$ cat src/rtl/tmr_regbank_pkg.sv
`timescale 1ns/1ps
package tmr_regbank_pkg;
    localparam int DW     = 16;
    localparam int AW     = 3;
    localparam int NREG   = 5;
    localparam int NSUB   = NREG - 1;
    localparam int CFG_W  = 8;

    // configuration bit roles
    localparam int CFG_LK_SELF = 0;
    localparam int CFG_WDCLK   = 4;
    localparam int CFG_SVC     = 5;
    localparam logic [CFG_W-1:0] CFG_KEEP_MASK = 8'h3F;
    localparam logic [CFG_W-1:0] CFG_LOCK_MASK = 8'h0F;

    // subordinate registers: index i lives at address i+1
    localparam logic [DW-1:0] SUB_MASK [NSUB] = '{16'h0007, 16'hFFFF, 16'h00FF, 16'h00FF};
    localparam logic [DW-1:0] SUB_RST  [NSUB] = '{16'h0000, 16'hFFFF, 16'h0000, 16'h0000};
    localparam int            SUB_LOCK [NSUB] = '{1, 2, 2, 3};

    typedef struct packed {
        logic [CFG_W-1:0] cfg;
    } cfg_st_t;

    typedef struct packed {
        logic [DW-1:0] val;
    } sub_st_t;

    typedef struct packed {
        logic [DW-1:0] rdata;
    } rd_st_t;
endpackage

$ cat src/rtl/tmr_regbank_dec.sv
`timescale 1ns/1ps
module tmr_regbank_dec
    import tmr_regbank_pkg::*;
(
    input  logic [AW-1:0]   addr,
    output logic [NREG-1:0] sel
);
    always_comb begin
        for (int i = 0; i < NREG; i++) begin
            sel[i] = (addr == AW'(i));
        end
    end
endmodule

$ cat src/rtl/tmr_regbank_cfg.sv
`timescale 1ns/1ps
module tmr_regbank_cfg
    import tmr_regbank_pkg::*;
(
    input  logic             clk,
    input  logic             rst,
    input  logic             we,
    input  logic [CFG_W-1:0] wdata,
    output logic [CFG_W-1:0] cfg
);
    cfg_st_t st_d, st_q;

    always_comb begin
        st_d = st_q;
        if (we && !st_q.cfg[CFG_LK_SELF]) begin
            // lock bits can only be added, never removed
            st_d.cfg = (wdata & CFG_KEEP_MASK) | (st_q.cfg & CFG_LOCK_MASK);
        end
    end

    always_ff @(posedge clk) begin
        if (rst) st_q <= '0;
        else     st_q <= st_d;
    end

    assign cfg = st_q.cfg;
endmodule

$ cat src/rtl/tmr_regbank_lockreg.sv
`timescale 1ns/1ps
module tmr_regbank_lockreg
    import tmr_regbank_pkg::*;
#(
    parameter logic [DW-1:0] MASK    = '1,
    parameter logic [DW-1:0] RST_VAL = '0
) (
    input  logic          clk,
    input  logic          rst,
    input  logic          we,
    input  logic          lock,
    input  logic [DW-1:0] wdata,
    output logic [DW-1:0] val
);
    sub_st_t st_d, st_q;

    always_comb begin
        st_d = st_q;
        if (we && !lock) begin
            st_d.val = wdata & MASK;
        end
    end

    always_ff @(posedge clk) begin
        if (rst) st_q.val <= RST_VAL & MASK;
        else     st_q     <= st_d;
    end

    assign val = st_q.val;
endmodule

$ cat src/rtl/tmr_regbank.sv
`timescale 1ns/1ps
module tmr_regbank
    import tmr_regbank_pkg::*;
#(
    parameter logic [DW-1:0] LOCKED_RDATA = 16'hA5A5
) (
    input  logic          clk,
    input  logic          rst,
    input  logic [2:0]    addr,
    input  logic          wr_en,
    input  logic          rd_en,
    input  logic [15:0]   wr_data,
    output logic [15:0]   rd_data,
    output logic          wd_clk_sel,
    output logic          wd_svc_match,
    output logic [2:0]    pre_div,
    output logic [15:0]   reload,
    output logic [7:0]    tmr_ctl,
    output logic [7:0]    wd_count
);
    logic [NREG-1:0]  sel;
    logic [CFG_W-1:0] cfg_q;
    logic [DW-1:0]    rd_val  [NREG];
    logic             rd_lock [NREG];
    rd_st_t           st_d, st_q;

    tmr_regbank_dec i_dec (
        .addr (addr),
        .sel  (sel)
    );

    tmr_regbank_cfg i_cfg (
        .clk   (clk),
        .rst   (rst),
        .we    (wr_en & sel[0]),
        .wdata (wr_data[CFG_W-1:0]),
        .cfg   (cfg_q)
    );

    assign rd_val[0]  = {{(DW-CFG_W){1'b0}}, cfg_q};
    assign rd_lock[0] = cfg_q[CFG_LK_SELF];

    for (genvar i = 0; i < NSUB; i++) begin : g_sub
        logic [DW-1:0] val;
        tmr_regbank_lockreg #(
            .MASK    (SUB_MASK[i]),
            .RST_VAL (SUB_RST[i])
        ) i_reg (
            .clk   (clk),
            .rst   (rst),
            .we    (wr_en & sel[i+1]),
            .lock  (cfg_q[SUB_LOCK[i]]),
            .wdata (wr_data),
            .val   (val)
        );
        assign rd_val[i+1]  = val;
        assign rd_lock[i+1] = cfg_q[SUB_LOCK[i]];
    end

    always_comb begin
        st_d = st_q;
        if (rd_en) begin
            st_d.rdata = '0;
            for (int i = 0; i < NREG; i++) begin
                if (sel[i]) st_d.rdata = rd_lock[i] ? LOCKED_RDATA : rd_val[i];
            end
        end
    end

    always_ff @(posedge clk) begin
        if (rst) st_q <= '0;
        else     st_q <= st_d;
    end

    assign rd_data      = st_q.rdata;
    assign wd_clk_sel   = cfg_q[CFG_WDCLK];
    assign wd_svc_match = cfg_q[CFG_SVC];
    assign pre_div      = g_sub[0].val[2:0];
    assign reload       = g_sub[1].val;
    assign tmr_ctl      = g_sub[2].val[7:0];
    assign wd_count     = g_sub[3].val[7:0];
endmodule

$ cat config.mk
export PLATFORM = sky130hd
export DESIGN_NAME = tmr_regbank
export DESIGN_NICKNAME = d
export VERILOG_FILES = /design/src/rtl/tmr_regbank_pkg.sv /design/src/rtl/tmr_regbank_dec.sv /design/src/rtl/tmr_regbank_cfg.sv /design/src/rtl/tmr_regbank_lockreg.sv /design/src/rtl/tmr_regbank.sv
export SDC_FILE = /design/constraint.sdc
export NUM_CORES = 1
export LEC_CHECK = 0
export BUFFER_PORTS_ARGS = -buffer_cell sky130_fd_sc_hd__clkbuf_2
export CORE_MARGIN = 2
export CORE_UTILIZATION = 52
export DETAILED_ROUTE_END_ITERATION = 6
export PLACE_DENSITY = 0.8
export SKIP_CTS_REPAIR_TIMING = 1
export SYNTH_ARGS = -nofsm -noshare
export SYNTH_HDL_FRONTEND = slang
export SYNTH_SLANG_ARGS = --single-unit
$ cat constraint.sdc
create_clock -name clk -period 1.46 [get_ports clk]
set_input_delay 0.073 -clock clk [delete_from_list [all_inputs] [get_ports clk]]
set_output_delay 0.073 -clock clk [all_outputs]
set_load 0.005 [all_outputs]
# Word level (Yosys, flattened, before mapping)
# Cells that the tools add are included.
dict set report classes {
  eq_ne 4
  mux 10
  n_bitwise 6
  reduce_logical 10
}
# cell n
set ops {}
lappend ops {{$mux 16} 10}
lappend ops {{$eq 3x2->1 const B} 2}
lappend ops {{$or 6x4->6} 1}
lappend ops {{$and 1x1->1} 5}
lappend ops {{$logic_and 1x1->1} 5}
lappend ops {{$logic_not 1->1} 4}
lappend ops {{$eq 3x1->1 const B} 1}
lappend ops {{$eq 3x3->1 const B} 1}
lappend ops {{$logic_not 3->1} 1}
dict set report totals {
  reg_bits 59
  in_bits 23
  output_inout_bits 53
  wordCells 36
}

# Depth between registers and ports, before layout
dict set report depth {
  word_depth 6
  depth_mapped 7
  ltp_nobuf 4
}

# Hierarchy
# Synthesis repeated with hierarchy kept, for this count alone.
dict set report hier_totals {
  cells_unflattened 386
  area_unflattened_um2 3423.3
}
# mod n_inst cells_each area_per_inst_um2 seq_area_each_um2
set modules_own_cells {}
lappend modules_own_cells {tmr_regbank 1 171 1377.6 320.3}
lappend modules_own_cells {{tmr_regbank_lockreg at g_sub[2].i_reg ...} 2 43 422.9 160.2}
lappend modules_own_cells {{tmr_regbank_lockreg at g_sub[1].i_reg} 1 70 660.6 320.3}
lappend modules_own_cells {{tmr_regbank_lockreg at g_sub[0].i_reg} 1 27 254.0 60.1}
lappend modules_own_cells {tmr_regbank_cfg 1 27 247.7 120.1}
lappend modules_own_cells {tmr_regbank_dec 1 5 37.5 0.0}

# Least setup slack after synthesis
# Ideal clock, no wire load.
dict set report synth_timing {
  path_kind {flip-flop to flip-flop}
  startpoint {register i_cfg.st_q, in the netlist i_cfg.cfg[2]}
  endpoint {register, netlist name g_sub[1].i_reg.val[11]}
  arrival_ns 1.214
  slack_ns 0.124
  path_stages_with_launch 6
  cell_sequence {dfxtp_1 > nor4b_4 > nand2_1 > buf_2 > nand2_1 > nand3b_1}
}
dict set report synth_via {
  elab_chain_cells 2
}
# element line_no
set synth_lines {}
lappend synth_lines {{from (decl)} tmr_regbank_cfg.sv:11} ;# cfg_st_t st_d, st_q;
lappend synth_lines {{from (signal assigned)} tmr_regbank_cfg.sv:23} ;# else st_q <= st_d;
lappend synth_lines {{$logic_not 1->1} tmr_regbank_lockreg.sv:19} ;# if (we && !lock) begin
lappend synth_lines {{$logic_and 1x1->1} tmr_regbank_lockreg.sv:19}
# No other way between the ends.
# A chain may end at the register's enable or synchronous reset.

# Worst setup path in the final report
dict set report layout_timing {
  startpoint {register i_cfg.st_q, in the netlist i_cfg.cfg[2]}
  endpoint {register, netlist name g_sub[1].i_reg.val[14]}
}
dict set report layout_via {
  elab_chain_cells 2
}
# element line_no
set layout_lines {}
lappend layout_lines {{$logic_not 1->1} tmr_regbank_lockreg.sv:19}
lappend layout_lines {{$logic_and 1x1->1} tmr_regbank_lockreg.sv:19}
# No other way between the ends.

==> parameters.txt <==
Parameter                              Value

Worst setup path
  Source of the worst register-to-register timing path ... i_cfg.cfg[2]
  Launching element type of the critical path ... flop
  Required time of the worst setup path ... 1.74 ns
  Crit-path max FO ... 14
  Family with the most delay on the worst path ... simple AND/OR/NAND/NOR gates
  Type of element capturing the critical path ... flop
  Delay of the slowest cell on the worst path ... 0.38 ns
  Type of the setup path with the least slack ... flop to flop
  Data arrival at the endpoint of the critical path ... 1.65 ns
  Total buffers and inverters traversed by the critical path ... 1
  Cell-by-cell trace of the critical path ... nor4b_4 > and2_1 > buf_4 > nand2_1 > nand3b_1
  Start point of the critical path ... i_cfg.cfg[2]
  Slowest cell on crit path ... sky130_fd_sc_hd__dfxtp_1

Synthesis
  Most common flop cell mapped by yosys ... sky130_fd_sc_hd__dfxtp_1
  Post-synthesis area per instance ... 8.73 um2
  Synth Warn # ... 0
  Area contributors post-synth ... sky130_fd_sc_hd__dfxtp_1 (43%), sky130_fd_sc_hd__nand2_1 (6.2%), sky130_fd_sc_hd__mux2i_1 (6.0%)
  Total of flip-flops plus latches after synthesis ... 57
  Sequential fraction of the synthesis area ... 43.0%
  Async SR Flop Fraction ... 0%
  Cell type with the largest total area after synthesis ... sky130_fd_sc_hd__dfxtp_1
  Syn_nets ... 327
  Count of flip-flops with a built-in enable after synthesis ... 0
  Fraction of synthesized cell area taken by the top area cell type ... 43.0%
  Synthesized netlist cell count ... 304
  Mapped Area ... 2660 um2
  Number of distinct library cells after synthesis ... 46

Die
  Die ar. ... 5690 um2
  Row cnt ... 26
  Die outline height ... 75.5 um
  Die span in x ... 75.5 um
  Starting Density ... 53.0%
  Area of the core ... 5010 um2
  Top-level port count ... 76

Finish
  Net count of the finished layout ... 420
  Layout Cell Area excl Fill ... 3440 um2
  Antenna diode count ... 0
  Area added between synthesis and finish ... 29.5%
  Fraction of final layout cells with drive strength greater than 1 ... 31.3%
  Most used cells in the layout excluding fill and tap cells ... sky130_fd_sc_hd__clkbuf_2 (75), sky130_fd_sc_hd__dfxtp_1 (57), sky130_fd_sc_hd__nand2_1 (44)
  Most common cell after layout, fill and taps aside ... sky130_fd_sc_hd__clkbuf_2

Global route
  Overall Global Routing Usage ... 25.5%
  Initial antenna violation count ... 0
  Wire length of the first global-routing pass ... 10800 um
  Total global routing overflow ... 0
  Pin count of the biggest net entering global routing ... 24
  Via count of the first global-routing pass ... 2206

Drt
  Drt first-iter violations ... 263
  DRT Pass-1 Iters ... 4
  Drt wl/cell ... 15.6 um
  Via-per-instance ratio ... 5.52
  Residual DRC count ... 0
  Post-route antenna net violation count ... 0
  Via Count ... 2604
  Total wirelength of the detailed-routed design ... 7360 um

Timing
  Worst rel slew slack ... 73.4%
  RSZ-0062 raised after global routing ... no
  Setup Skew ... 0.00654 ns
  Tightest hold margin ... -0.00366 ns
  Setup TNS ... 0 ns
  Highest clock rate ... 0.726 GHz
  Share of the cycle needed by the critical path after routing ... 94.3%
  Final number of hold-violating endpoints ... 1
  Pins Over Slew Limit ... 0
  Final critical delay including setup and external delays ... 1.38 ns
  Number of failing setup endpoints in the final timing report ... 0
  Pin slew with the least headroom to its limit ... 0.399 ns

Worst hold path
  Worst Min Path Start ... wr_data[7]
  Path category of the worst min-delay check ... primary input to flop

Power
  Pwr dens ... 1020 nW/um2
  Peak VDD IR ... 704 uV
  Final total power ... 3520 uW
  Leakage power figure ... 0.00156 uW

Placed design
  Global placer's final weighted congestion ... 0.918
  Quantity of I/O buffers inserted on ports ... 75
  Standard cell area after detailed placement ... 3150 um2
  Detailed placer's ending HPWL ... 5090 um

Clock network
  Maximum clock insertion buffer count ... 2
  Clock root buffer ... sky130_fd_sc_hd__clkbuf_8
  Num CTS Buffers ... 9
  CTS clk-pin slew, worst paths ... 0.06 ns
  TritonCTS clock tree ... done
  H-Tree Depth ... 3
  Clk sinks ... 57
  Clock Latency Late Sink ... 0.34 ns

Run
  Max-cap violations ... 0

Status
  Status ... finished with violations
  Failing checks ... hold timing
[metrics by stage]
step / cells / util, % / worst slack (ns)
3_5_place_dp: 447 / 62.9 / 0.0541
4_1_cts: 463 / 66.6 / 0.0684
3_3_place_gp: 447 / 62.9 / 0.0700
5_1_grt: 472 / 68.7 / 0.00527
2_1_floorplan: 304 / - / 0.124
6_report: 472 / 68.7 / 0.0825
[sequential cells by signal, summed over array words and instances (netlist names)]
signal / count
g_sub.i_reg.val: 35
rd_data: 16
i_cfg.cfg: 6
[cell families after synthesis]
group | count (synthesis) | synth area share [%]
flip-flops | 57 | 43.0
AO/OA/AOI/OAI | 52 | 13.6
AND/OR/NAND/NOR | 144 | 29.4
multiplexers | 20 | 7.73
buffers and inverters | 31 | 6.31
[cell type report]
| type | count | area (um2) |
|---|---|---|
| Sequential cell | 57 | 1140 |
| Clock inverter | 3 | 40.0 |
| Clock buffer | 13 | 149 |
| Inverter | 5 | 18.8 |
| Fill cell | 420 | 1570 |
| Tap cell | 70 | 87.6 |
| Timing Repair Buffer | 108 | 646 |
| Multi-Input combinational cell | 216 | 1360 |
[synthesized netlist by cell type, types with 2 or more instances]
library cell	number
sky130_fd_sc_hd__a211oi_1	2
sky130_fd_sc_hd__buf_6	4
sky130_fd_sc_hd__o221ai_1	2
sky130_fd_sc_hd__nor4_1	3
sky130_fd_sc_hd__o22ai_1	4
sky130_fd_sc_hd__clkbuf_1	10
sky130_fd_sc_hd__inv_1	5
sky130_fd_sc_hd__a22oi_1	2
sky130_fd_sc_hd__a311oi_1	2
sky130_fd_sc_hd__a21oi_1	17
sky130_fd_sc_hd__nand2b_1	10
sky130_fd_sc_hd__a31oi_1	2
sky130_fd_sc_hd__a221oi_1	3
sky130_fd_sc_hd__a32oi_1	2
sky130_fd_sc_hd__o21bai_1	2
sky130_fd_sc_hd__dfxtp_1	57
sky130_fd_sc_hd__o21ai_0	6
sky130_fd_sc_hd__nor3_1	5
sky130_fd_sc_hd__mux2i_1	16
sky130_fd_sc_hd__nor2_1	34
sky130_fd_sc_hd__mux2_2	4
sky130_fd_sc_hd__and2_1	2
sky130_fd_sc_hd__nor3b_1	4
sky130_fd_sc_hd__buf_2	8
sky130_fd_sc_hd__nand3_1	12
sky130_fd_sc_hd__buf_4	3
sky130_fd_sc_hd__nor4b_4	2
sky130_fd_sc_hd__nand3b_1	20
sky130_fd_sc_hd__nand2_1	44
[report_power, final]
| group | leakage, uW | total [uW] | internal (uW) | switching (uW) |
|---|---|---|---|---|
| combinational | 0.000995 | 433 | 202 | 231 |
| sequential | 0.000464 | 1650 | 1610 | 40.3 |
| clock | 0.0000974 | 1440 | 831 | 608 |
[tightest hold or removal path, delay by kind of cell]
kind / cells / cell delay, ns
AND/OR/NAND/NOR: 2 / 0.12
buffers and inverters: 1 / 0.10
[metal layers]
metal	vias up	track usage, %	wire (um)
met4	0	11.3	180
met1	1223	34.6	3300
li1	1254	-	-
met5	-	0	0
met2	110	37.1	3340
met3	17	8.33	537
[path summary, 6_finish.rpt]
check | endpoint | slack, ns | cells past startpoint
worst max-delay path | g_sub[1].i_reg.val[14] | 0.08 | 5
worst min-delay path | g_sub[1].i_reg.val[7] | -0.004 | 3
worst max register to register | g_sub[1].i_reg.val[14] | 0.08 | 5
worst min register to register | rd_data[11] | 0.47 | 2
Power figures use the tool's default switching activity.
